File: config.mk
export PLATFORM = sky130hd
export DESIGN_NAME = dac_serial_front
export DESIGN_NICKNAME = d
export VERILOG_FILES = /design/src/rtl/dsf_pkg.sv /design/src/rtl/dsf_sync.sv /design/src/rtl/dsf_frame_rx.sv /design/src/rtl/dsf_out_reg.sv /design/src/rtl/dac_serial_front.sv
export SDC_FILE = /design/constraint.sdc
export NUM_CORES = 1
export LEC_CHECK = 0
export CORE_MARGIN = 2
export CORE_UTILIZATION = 50
export CTS_CLUSTER_DIAMETER = 150
export CTS_CLUSTER_SIZE = 10
export DETAILED_ROUTE_END_ITERATION = 7
export GPL_TIMING_DRIVEN = 0
export PLACE_DENSITY = 0.72
export RECOVER_POWER = 100
export SLEW_MARGIN = 15
export SYNTH_ARGS = -nofsm -noshare
export SYNTH_HDL_FRONTEND = slang
export SYNTH_SLANG_ARGS = --single-unit
File: constraint.sdc
create_clock -name clk_i -period 1.4 [get_ports clk_i]
set_input_delay 0.42 -clock clk_i [delete_from_list [all_inputs] [get_ports clk_i]]
set_output_delay 0.42 -clock clk_i [all_outputs]
set_load 0.02 [all_outputs]
File: src/rtl/dsf_pkg.sv
`timescale 1ns/1ps
package dsf_pkg;
    localparam int CODE_W  = 16;
    localparam int MODE_W  = 2;
    localparam int FRAME_W = 24;
    localparam int KEEP_W  = CODE_W + MODE_W;
    localparam int CNT_W   = $clog2(FRAME_W);

    typedef enum logic [1:0] {
        RX_GAP,
        RX_READY,
        RX_SHIFT,
        RX_DONE
    } rx_state_e;

    typedef struct packed {
        logic [MODE_W-1:0] mode;
        logic [CODE_W-1:0] code;
    } dac_word_t;
endpackage

File: src/rtl/dsf_sync.sv
`timescale 1ns/1ps
module dsf_sync #(
    parameter int               WIDTH   = 3,
    parameter int               STAGES  = 2,
    parameter logic [WIDTH-1:0] RST_VAL = '1
) (
    input  logic             clk_i,
    input  logic             rst_ni,
    input  logic [WIDTH-1:0] async_i,
    output logic [WIDTH-1:0] sync_o
);
    logic [WIDTH-1:0] stage_d [STAGES];
    logic [WIDTH-1:0] stage_q [STAGES];

    always_comb begin
        stage_d[0] = async_i;
        for (int i = 1; i < STAGES; i++) begin
            stage_d[i] = stage_q[i-1];
        end
    end

    always_ff @(posedge clk_i or negedge rst_ni) begin
        if (!rst_ni) begin
            for (int i = 0; i < STAGES; i++) begin
                stage_q[i] <= RST_VAL;
            end
        end else begin
            for (int i = 0; i < STAGES; i++) begin
                stage_q[i] <= stage_d[i];
            end
        end
    end

    assign sync_o = stage_q[STAGES-1];
endmodule

File: src/rtl/dsf_frame_rx.sv
`timescale 1ns/1ps
module dsf_frame_rx
    import dsf_pkg::*;
#(
    parameter int GAP_CYC = 8
) (
    input  logic      clk_i,
    input  logic      rst_ni,
    input  logic      fsync_ns_i,
    input  logic      sclk_s_i,
    input  logic      sdata_s_i,
    output logic      valid_o,
    output dac_word_t word_o
);
    localparam int GAP_W = $clog2(GAP_CYC + 1);

    typedef struct packed {
        rx_state_e          st;
        logic [CNT_W-1:0]   bits;
        logic [GAP_W-1:0]   gap;
        logic [KEEP_W-1:0]  shreg;
        logic               sclk_prev;
        logic               valid;
    } rx_regs_t;

    rx_regs_t rx_d, rx_q;
    logic     fall;

    always_comb begin
        rx_d           = rx_q;
        rx_d.valid     = 1'b0;
        rx_d.sclk_prev = sclk_s_i;
        fall           = rx_q.sclk_prev & ~sclk_s_i;
        unique case (rx_q.st)
            RX_GAP: begin
                if (fsync_ns_i) begin
                    if (rx_q.gap == GAP_W'(GAP_CYC - 1)) begin
                        rx_d.st = RX_READY;
                    end else begin
                        rx_d.gap = rx_q.gap + 1'b1;
                    end
                end else begin
                    rx_d.gap = '0;
                end
            end
            RX_READY: begin
                if (!fsync_ns_i) begin
                    rx_d.st   = RX_SHIFT;
                    rx_d.bits = '0;
                end
            end
            RX_SHIFT: begin
                if (fsync_ns_i) begin
                    rx_d.st  = RX_GAP;
                    rx_d.gap = '0;
                end else if (fall) begin
                    rx_d.shreg = {rx_q.shreg[KEEP_W-2:0], sdata_s_i};
                    if (rx_q.bits == CNT_W'(FRAME_W - 1)) begin
                        rx_d.st    = RX_DONE;
                        rx_d.valid = 1'b1;
                    end else begin
                        rx_d.bits = rx_q.bits + 1'b1;
                    end
                end
            end
            RX_DONE: begin
                if (fsync_ns_i) begin
                    rx_d.st  = RX_GAP;
                    rx_d.gap = '0;
                end
            end
            default: rx_d.st = RX_GAP;
        endcase
    end

    always_ff @(posedge clk_i or negedge rst_ni) begin
        if (!rst_ni) begin
            rx_q           <= '0;
            rx_q.st        <= RX_GAP;
            rx_q.sclk_prev <= 1'b1;
        end else begin
            rx_q <= rx_d;
        end
    end

    assign valid_o = rx_q.valid;
    assign word_o  = dac_word_t'(rx_q.shreg);

    // a select rise mid-frame drops the frame with no strobe
    p_abort_drop_r4: assert property (@(posedge clk_i) disable iff (!rst_ni)
        (rx_q.st == RX_SHIFT && fsync_ns_i) |=> (rx_q.st == RX_GAP && !rx_q.valid));

    // edges after the last bit leave the captured word alone
    p_extra_edges_r5: assert property (@(posedge clk_i) disable iff (!rst_ni)
        (rx_q.st == RX_DONE && !fsync_ns_i) |=> ($stable(rx_q.shreg) && !rx_q.valid));

    // select falling during the gap never opens a frame
    p_early_select_r6: assert property (@(posedge clk_i) disable iff (!rst_ni)
        (rx_q.st == RX_GAP && !fsync_ns_i) |=> (rx_q.st == RX_GAP));

    // a completed word is only produced from the shifting state
    p_valid_from_shift_r1: assert property (@(posedge clk_i) disable iff (!rst_ni)
        rx_q.valid |-> ($past(rx_q.st) == RX_SHIFT && rx_q.st == RX_DONE));
endmodule

File: src/rtl/dsf_out_reg.sv
`timescale 1ns/1ps
module dsf_out_reg
    import dsf_pkg::*;
(
    input  logic              clk_i,
    input  logic              rst_ni,
    input  logic              valid_i,
    input  dac_word_t         word_i,
    output logic [CODE_W-1:0] code_o,
    output logic [MODE_W-1:0] mode_o,
    output logic              pd_o,
    output logic              load_o
);
    typedef struct packed {
        logic [CODE_W-1:0] code;
        logic [MODE_W-1:0] mode;
        logic              load;
    } out_regs_t;

    out_regs_t out_d, out_q;

    always_comb begin
        out_d      = out_q;
        out_d.load = valid_i;
        if (valid_i) begin
            out_d.code = word_i.code;
            out_d.mode = word_i.mode;
        end
    end

    always_ff @(posedge clk_i or negedge rst_ni) begin
        if (!rst_ni) begin
            out_q <= '0;
        end else begin
            out_q <= out_d;
        end
    end

    assign pd_o   = |out_q.mode;
    assign code_o = pd_o ? '0 : out_q.code;
    assign mode_o = out_q.mode;
    assign load_o = out_q.load;
endmodule

File: src/rtl/dac_serial_front.sv
`timescale 1ns/1ps
module dac_serial_front
    import dsf_pkg::*;
#(
    parameter int GAP_CYC     = 8,
    parameter int SYNC_STAGES = 2
) (
    input  logic        clk_i,
    input  logic        rst_ni,
    input  logic        fsync_ni,
    input  logic        sclk_i,
    input  logic        sdata_i,
    output logic [15:0] code_o,
    output logic        load_o,
    output logic [1:0]  pd_mode_o,
    output logic        powered_down_o
);
    logic [2:0] pins_s;
    logic       frame_valid;
    dac_word_t  frame_word;

    dsf_sync #(
        .WIDTH  (3),
        .STAGES (SYNC_STAGES),
        .RST_VAL(3'b110)
    ) u_sync (
        .clk_i  (clk_i),
        .rst_ni (rst_ni),
        .async_i({fsync_ni, sclk_i, sdata_i}),
        .sync_o (pins_s)
    );

    dsf_frame_rx #(
        .GAP_CYC(GAP_CYC)
    ) u_rx (
        .clk_i     (clk_i),
        .rst_ni    (rst_ni),
        .fsync_ns_i(pins_s[2]),
        .sclk_s_i  (pins_s[1]),
        .sdata_s_i (pins_s[0]),
        .valid_o   (frame_valid),
        .word_o    (frame_word)
    );

    dsf_out_reg u_out (
        .clk_i  (clk_i),
        .rst_ni (rst_ni),
        .valid_i(frame_valid),
        .word_i (frame_word),
        .code_o (code_o),
        .mode_o (pd_mode_o),
        .pd_o   (powered_down_o),
        .load_o (load_o)
    );

    // the strobe lasts exactly one clock
    p_load_single_r8: assert property (@(posedge clk_i) disable iff (!rst_ni)
        load_o |=> !load_o);

    // outputs move only together with the strobe
    p_hold_between_loads_r2: assert property (@(posedge clk_i) disable iff (!rst_ni)
        !load_o |-> ($stable(code_o) && $stable(pd_mode_o)));

    // no normal code is driven while powered down
    p_blank_in_pd_r7: assert property (@(posedge clk_i) disable iff (!rst_ni)
        powered_down_o |-> (code_o == '0));
endmodule

# Word-level counts from Yosys, hierarchy flattened
# Index checks and enable logic that the tools add are counted.
[op_classes]
n_bitwise = 3
eq_ne = 16
mux = 20
reduce_logical = 9
addsub = 2
[op_table]
columns = ["operator", "n"]
rows = [
  ["16-bit 2-to-1 mux", 1],
  ["7-bit 2-to-1 mux", 2],
  ["4-bit 2-to-1 mux", 3],
  ["2-bit 2-to-1 mux", 5],
  ["5-bit 2-to-1 mux", 2],
  ["2-bit != test, second input constant", 5],
  ["5-bit one-hot mux with 2 select lines", 1],
  ["2-bit one-hot mux with 4 select lines", 1],
  ["4-bit one-hot mux with 2 select lines", 1],
  ["2-bit by 1-bit != test with 1-bit output, second input constant", 3],
  ["3-bit by 2-bit != test with 1-bit output, second input constant", 2],
  ["3-bit AND reduction", 2],
  ["6-bit AND reduction", 1],
  ["5-bit by 1-bit adder with 5-bit output, second input constant", 1],
  ["5-bit equality test, second input constant", 1],
  ["5-bit AND reduction", 1],
  ["4-bit by 1-bit adder with 4-bit output, second input constant", 1],
  ["2-bit equality test, second input constant", 2],
  ["4-bit by 3-bit equality test with 1-bit output, second input constant", 1],
  ["1-bit 2-to-1 mux", 4],
  ["2-bit nonzero test", 2],
  ["2-bit OR reduction", 2],
  ["3-bit != test, second input constant", 1],
  ["2-bit by 1-bit equality test with 1-bit output, second input constant", 1],
  ["3 further kinds", 4],
]
[word_totals]
word_cells = 61
reg_bits = 56
in_bits = 5
output_inout_bits = 20

# Logic depth before layout (Yosys ltp)
[logic_depth]
depth_word = 5
mapped_depth = 6

# Cells and area by module
# Synthesis repeated with hierarchy kept, for this count alone.
[unflattened]
cells_unflattened = 197
area_unflattened_um2 = 2608.8
[by_module_without_submodules]
columns = ["module", "instances", "seq_area_each_um2", "area_per_inst_um2", "cells_each"]
rows = [
  ["dsf_frame_rx", 1, 777.0, 1545.2, 129],
  ["dsf_out_reg", 1, 475.5, 908.4, 62],
  ["dsf_sync", 1, 155.1, 155.1, 6],
]

# Worst setup path after synthesis
# No wires, ideal clock.
[synth_timing]
path_kind = "reg2out"
start = "register u_out.out_q (netlist bit u_out.mode_o[0])"
end = "output port code_o[0]"
n_path_buf = 1
stages_incl_launch_ff = 4
required_ps = 980
slack_ps = -103
arrival_ps = 1083
cell_sequence = "dfrtp_1 nor2_1 clkbuf_1 and2_1"
[synth_via]
elab_chain_len = 2
[synth_lines]
columns = ["item", "line", "source"]
rows = [
  ["from (decl)", "dsf_out_reg.sv:20", "out_regs_t out_d, out_q;"],
  ["from (signal assigned)", "dsf_out_reg.sv:35", "out_q <= out_d;"],
  ["2-bit OR reduction", "dsf_out_reg.sv:39", "assign pd_o = |out_q.mode;"],
  ["16-bit 2-to-1 mux", "dsf_out_reg.sv:40", "assign code_o = pd_o ? '0 : out_q.code;"],
  ["to (decl)", "dac_serial_front.sv:13", "output logic [15:0] code_o,"],
]
# Every way passes these cells.

# Worst setup path in the final report
[layout_timing]
start = "register u_out.out_q (netlist bit u_out.mode_o[1])"
end = "output port code_o[5]"
# Same word-level chain as after synthesis.

==> metrics.md <==
| Metric | Value |
|---|---|
| Outcome | `complete, but fails checks` |
| Violations in the final reports | `setup timing` |
| Final weighted congestion in routability-driven placement | `0.8341` |
| Number of nets in the synthesized netlist | `179` |
| Half-perimeter wire length after detailed placement | `2.717 mm` |
| Global route total overflow | `0` |
| Design area | `0.003055 sq mm` |
| Worst skew pair latency | `0.31 ns` |
| Cell with the most instances after synthesis | `dfrtp_1` |
| Worst setup path startpoint | `u_out.mode_o[1]` |
| Vias | `1,500` |
| Floorplan die height | `72.24 microns` |
| First-pass GRT wire length | `6.975 mm` |
| Power density over the cells | `1089 mW/mm^2` |
| Clock input transition at the sequential cells of the worst setup and hold paths | `0.10 ns` |
| Post-synthesis sequential element count | `56` |
| First-pass iteration count of the detailed router | `5` |
| Total die area | `0.005219 sq mm` |
| Fraction of layout cells with a size suffix above 1 | `0.5395` |
| Leakage | `1.500 nW` |
| Relative contribution of sequential cells to total power | `0.555` |
| Clk sink count | `56` |
| Top area cells in the synthesized netlist | `dfrtp_1 55%, mux2_2 17%, dfstp_2 5.6%` |
| TritonCTS clock tree | `done` |
| CP max FO | `7` |
| Total track usage | `0.1749` |
| WS Path Type | `flop to output port` |
| Final-report hold violation count | `0` |
| Area growth, synth to finish | `31.22%` |
| Max Cap Violations | `0` |
| CTS H-tree depth | `2` |
| Launching element type of the critical path | `flop` |
| Reg-to-reg startpoint | `u_rx.rx_q[25]` |
| Horizontal die dimension | `72.24 microns` |
| Standard-cell rows | `24` |
| Buffers on Ports | `24` |
| Number of setup violations in the final report | `30` |
| IO Count | `25` |
| Total net switching power | `946.5 uW` |
| DRC errors left | `0` |
| Proportion of power drawn by combinational gates | `0.172` |
| Fin crit period | `1.786 ns` |
| Setup repair after global routing missed its margin | `yes` |
| Placed Instance Area | `0.002664 sq mm` |
| Required time reported for the critical path endpoint | `0.98 ns` |
| Clock Skews | `0.01359 ns` |
| Maximum number of buffers from clock root to sink | `2` |
| Critical path endpoint category | `output port` |
| Root buffer cell | `clkbuf_8` |
| Residual antenna-violating net count after detailed routing | `0` |
| Top_reg_cell synth | `dfrtp_1` |
| Post-Syn Instances | `172` |
| Share of the cycle needed by the critical path after routing | `1.276` |
| Cell Area, Synth | `0.002328 sq mm` |
| Slew margin rel. | `0.1752` |
| Final slew viol count | `0` |
| Total Nets Final | `234` |
| Antenna diode count | `0` |
| Pin count of the biggest net entering global routing | `34` |
| Number of CTS-inserted buffers | `5` |
| Largest voltage drop on the vdd net | `0.0009055 V` |
| Int Pwr | `2.381 mW` |
| Clock network fraction of total power | `0.273` |
| Yosys warning count | `0` |
| DRT iter0 DRCs | `113` |
| Transition time of the tightest slew-check pin | `1.237 ns` |
| Initial core utilization | `0.5275` |
| Vias in the first global route | `1,493` |
| Count of flip-flops with a built-in enable after synthesis | `0` |
| Detailed-route wire length per cell | `15.53 microns` |
| Post-synthesis async set-or-reset flop share | `1.000` |
| Register area share after synthesis | `0.6045` |
| Worst Hold Margin | `0.3451 ns` |
| Maximum clock frequency | `0.5599 GHz` |
| Final critical-path setup slack | `-0.3862 ns` |
| Top-area cell type share of the netlist area | `0.5481` |
| List of most frequent post-synthesis cells | `51 x dfrtp_1, 36 x mux2_2, 16 x and2_1, 9 x nand2_1` |
| Worst min-delay path class | `input port to asynchronous set/reset pin` |
| Net switching fraction of the power | `0.2844` |
| Initial antenna violation count | `0` |
| Floorplan Core Area | `0.004414 sq mm` |
| Synth Area per Inst | `13.54 sq um` |
| Vias per Instance | `5.357` |
| Worst path arrival time | `1.37 ns` |
| Cell taking the most area after synthesis | `dfrtp_1` |
| Synth unique cells | `35` |
| Final routed wirelength across all metal layers | `4.349 mm` |
cell type report:
cell class,instances,area (sq um)
clock buffer,5,68.82
buffer,7,72.57
clock inverter,3,25.02
sequential,56,1409
multi-input combinational,105,954.7
fill,314,1359
tap,52,65.06
inverter,3,13.76
timing repair buffer,49,446.7
cells in the final DEF, fill, tap and decap left out, types with 5 or more instances in the layout:
cell type / Yosys / layout
and2_1: 16 / 7
mux2_2: 36 / 36
and2_4: 0 / 9
nand2_1: 9 / 9
buf_6: 2 / 20
clkbuf_8: 0 / 5
dfrtp_1: 51 / 50
buf_4: 2 / 25
through the flow:
step                setup TNS [ns]  utilization  setup WS (ns)  total power, mW  instances
floorplan                        0            -       0.006460            2.102        172
global placement           -100.95       0.6001         -1.632            2.193        248
detailed placement          -14.60       0.6035        -0.7243            2.241        249
CTS                         -6.788       0.6712        -0.4226            3.268        273
global route                -9.469       0.6922        -0.4714            3.511        280
finish                      -6.579       0.6922        -0.3862            3.328        280
repair_timing:
| action | in CTS | in global routing |
|---|---|---|
| pin swaps | 9 | 15 |
| buffers inserted | 16 | 7 |
| endpoints found under the setup margin | 53 | 52 |
| resized for setup | 138 | 21 |
| gates cloned | 1 | 0 |
| hold buffers | 0 | 0 |
| hold endpoints to repair | 0 | 0 |
worst paths after layout:
kind | to | slack [ns] | cells after the start
min in group clk_i | u_sync.sync_o[2] | 0.36 | 0
setup / recovery | code_o[5] | -0.39 | 4
max in group asynchronous | u_rx.rx_q[27] | 0.23 | 2
hold reg to reg | u_sync.sync_o[2] | 0.36 | 0
setup reg to reg | u_rx.rx_q[28] | -0.03 | 5
hold / removal | u_rx.rx_q[26] | 0.35 | 1
sequential cells by signal, summed over array words and instances, names as in the netlist:
| signal | cells |
|---|---|
| u_rx.word_o | 18 |
| u_out.out_q | 16 |
| u_rx.rx_q | 12 |
| u_sync.stage_d | 3 |
| u_sync.sync_o | 3 |
| u_out.mode_o | 2 |
| u_out.load_o | 1 |
| u_rx.valid_o | 1 |
power by group through the flow:
stage,registers (mW),logic [mW],clock network (mW)
6_report,1.85,0.572,0.909
2_1_floorplan,1.85,0.252,0
4_1_cts,1.84,0.503,0.924
5_1_grt,1.87,0.641,1.00
3_5_place_dp,1.88,0.359,0
3_3_place_gp,1.87,0.325,0
worst max-delay path: stages, from the launching register on:
cell	delay [ns]
dfrtp_1	0.42
nor2_4	0.23
buf_4	0.15
and2_1	0.12
buf_4	0.13
cells by family after synthesis:
logic type	after synthesis	share of synthesized area
adders and majority gates	2	0.01075
AOI/OAI and AO/OA	16	0.05374
and+or+nand+nor	50	0.1241
muxes	37	0.1784
buffers and inverters	11	0.02848
DFF	56	0.6045
routing by layer:
metal / share of wire / track usage
met5: 0 / 0
met4: 0.0074 / 0.05241
met3: 0.041 / 0.03472
met2: 0.53 / 0.2987
met1: 0.42 / 0.2268
Note: power is estimated with default switching activity, not from simulation.
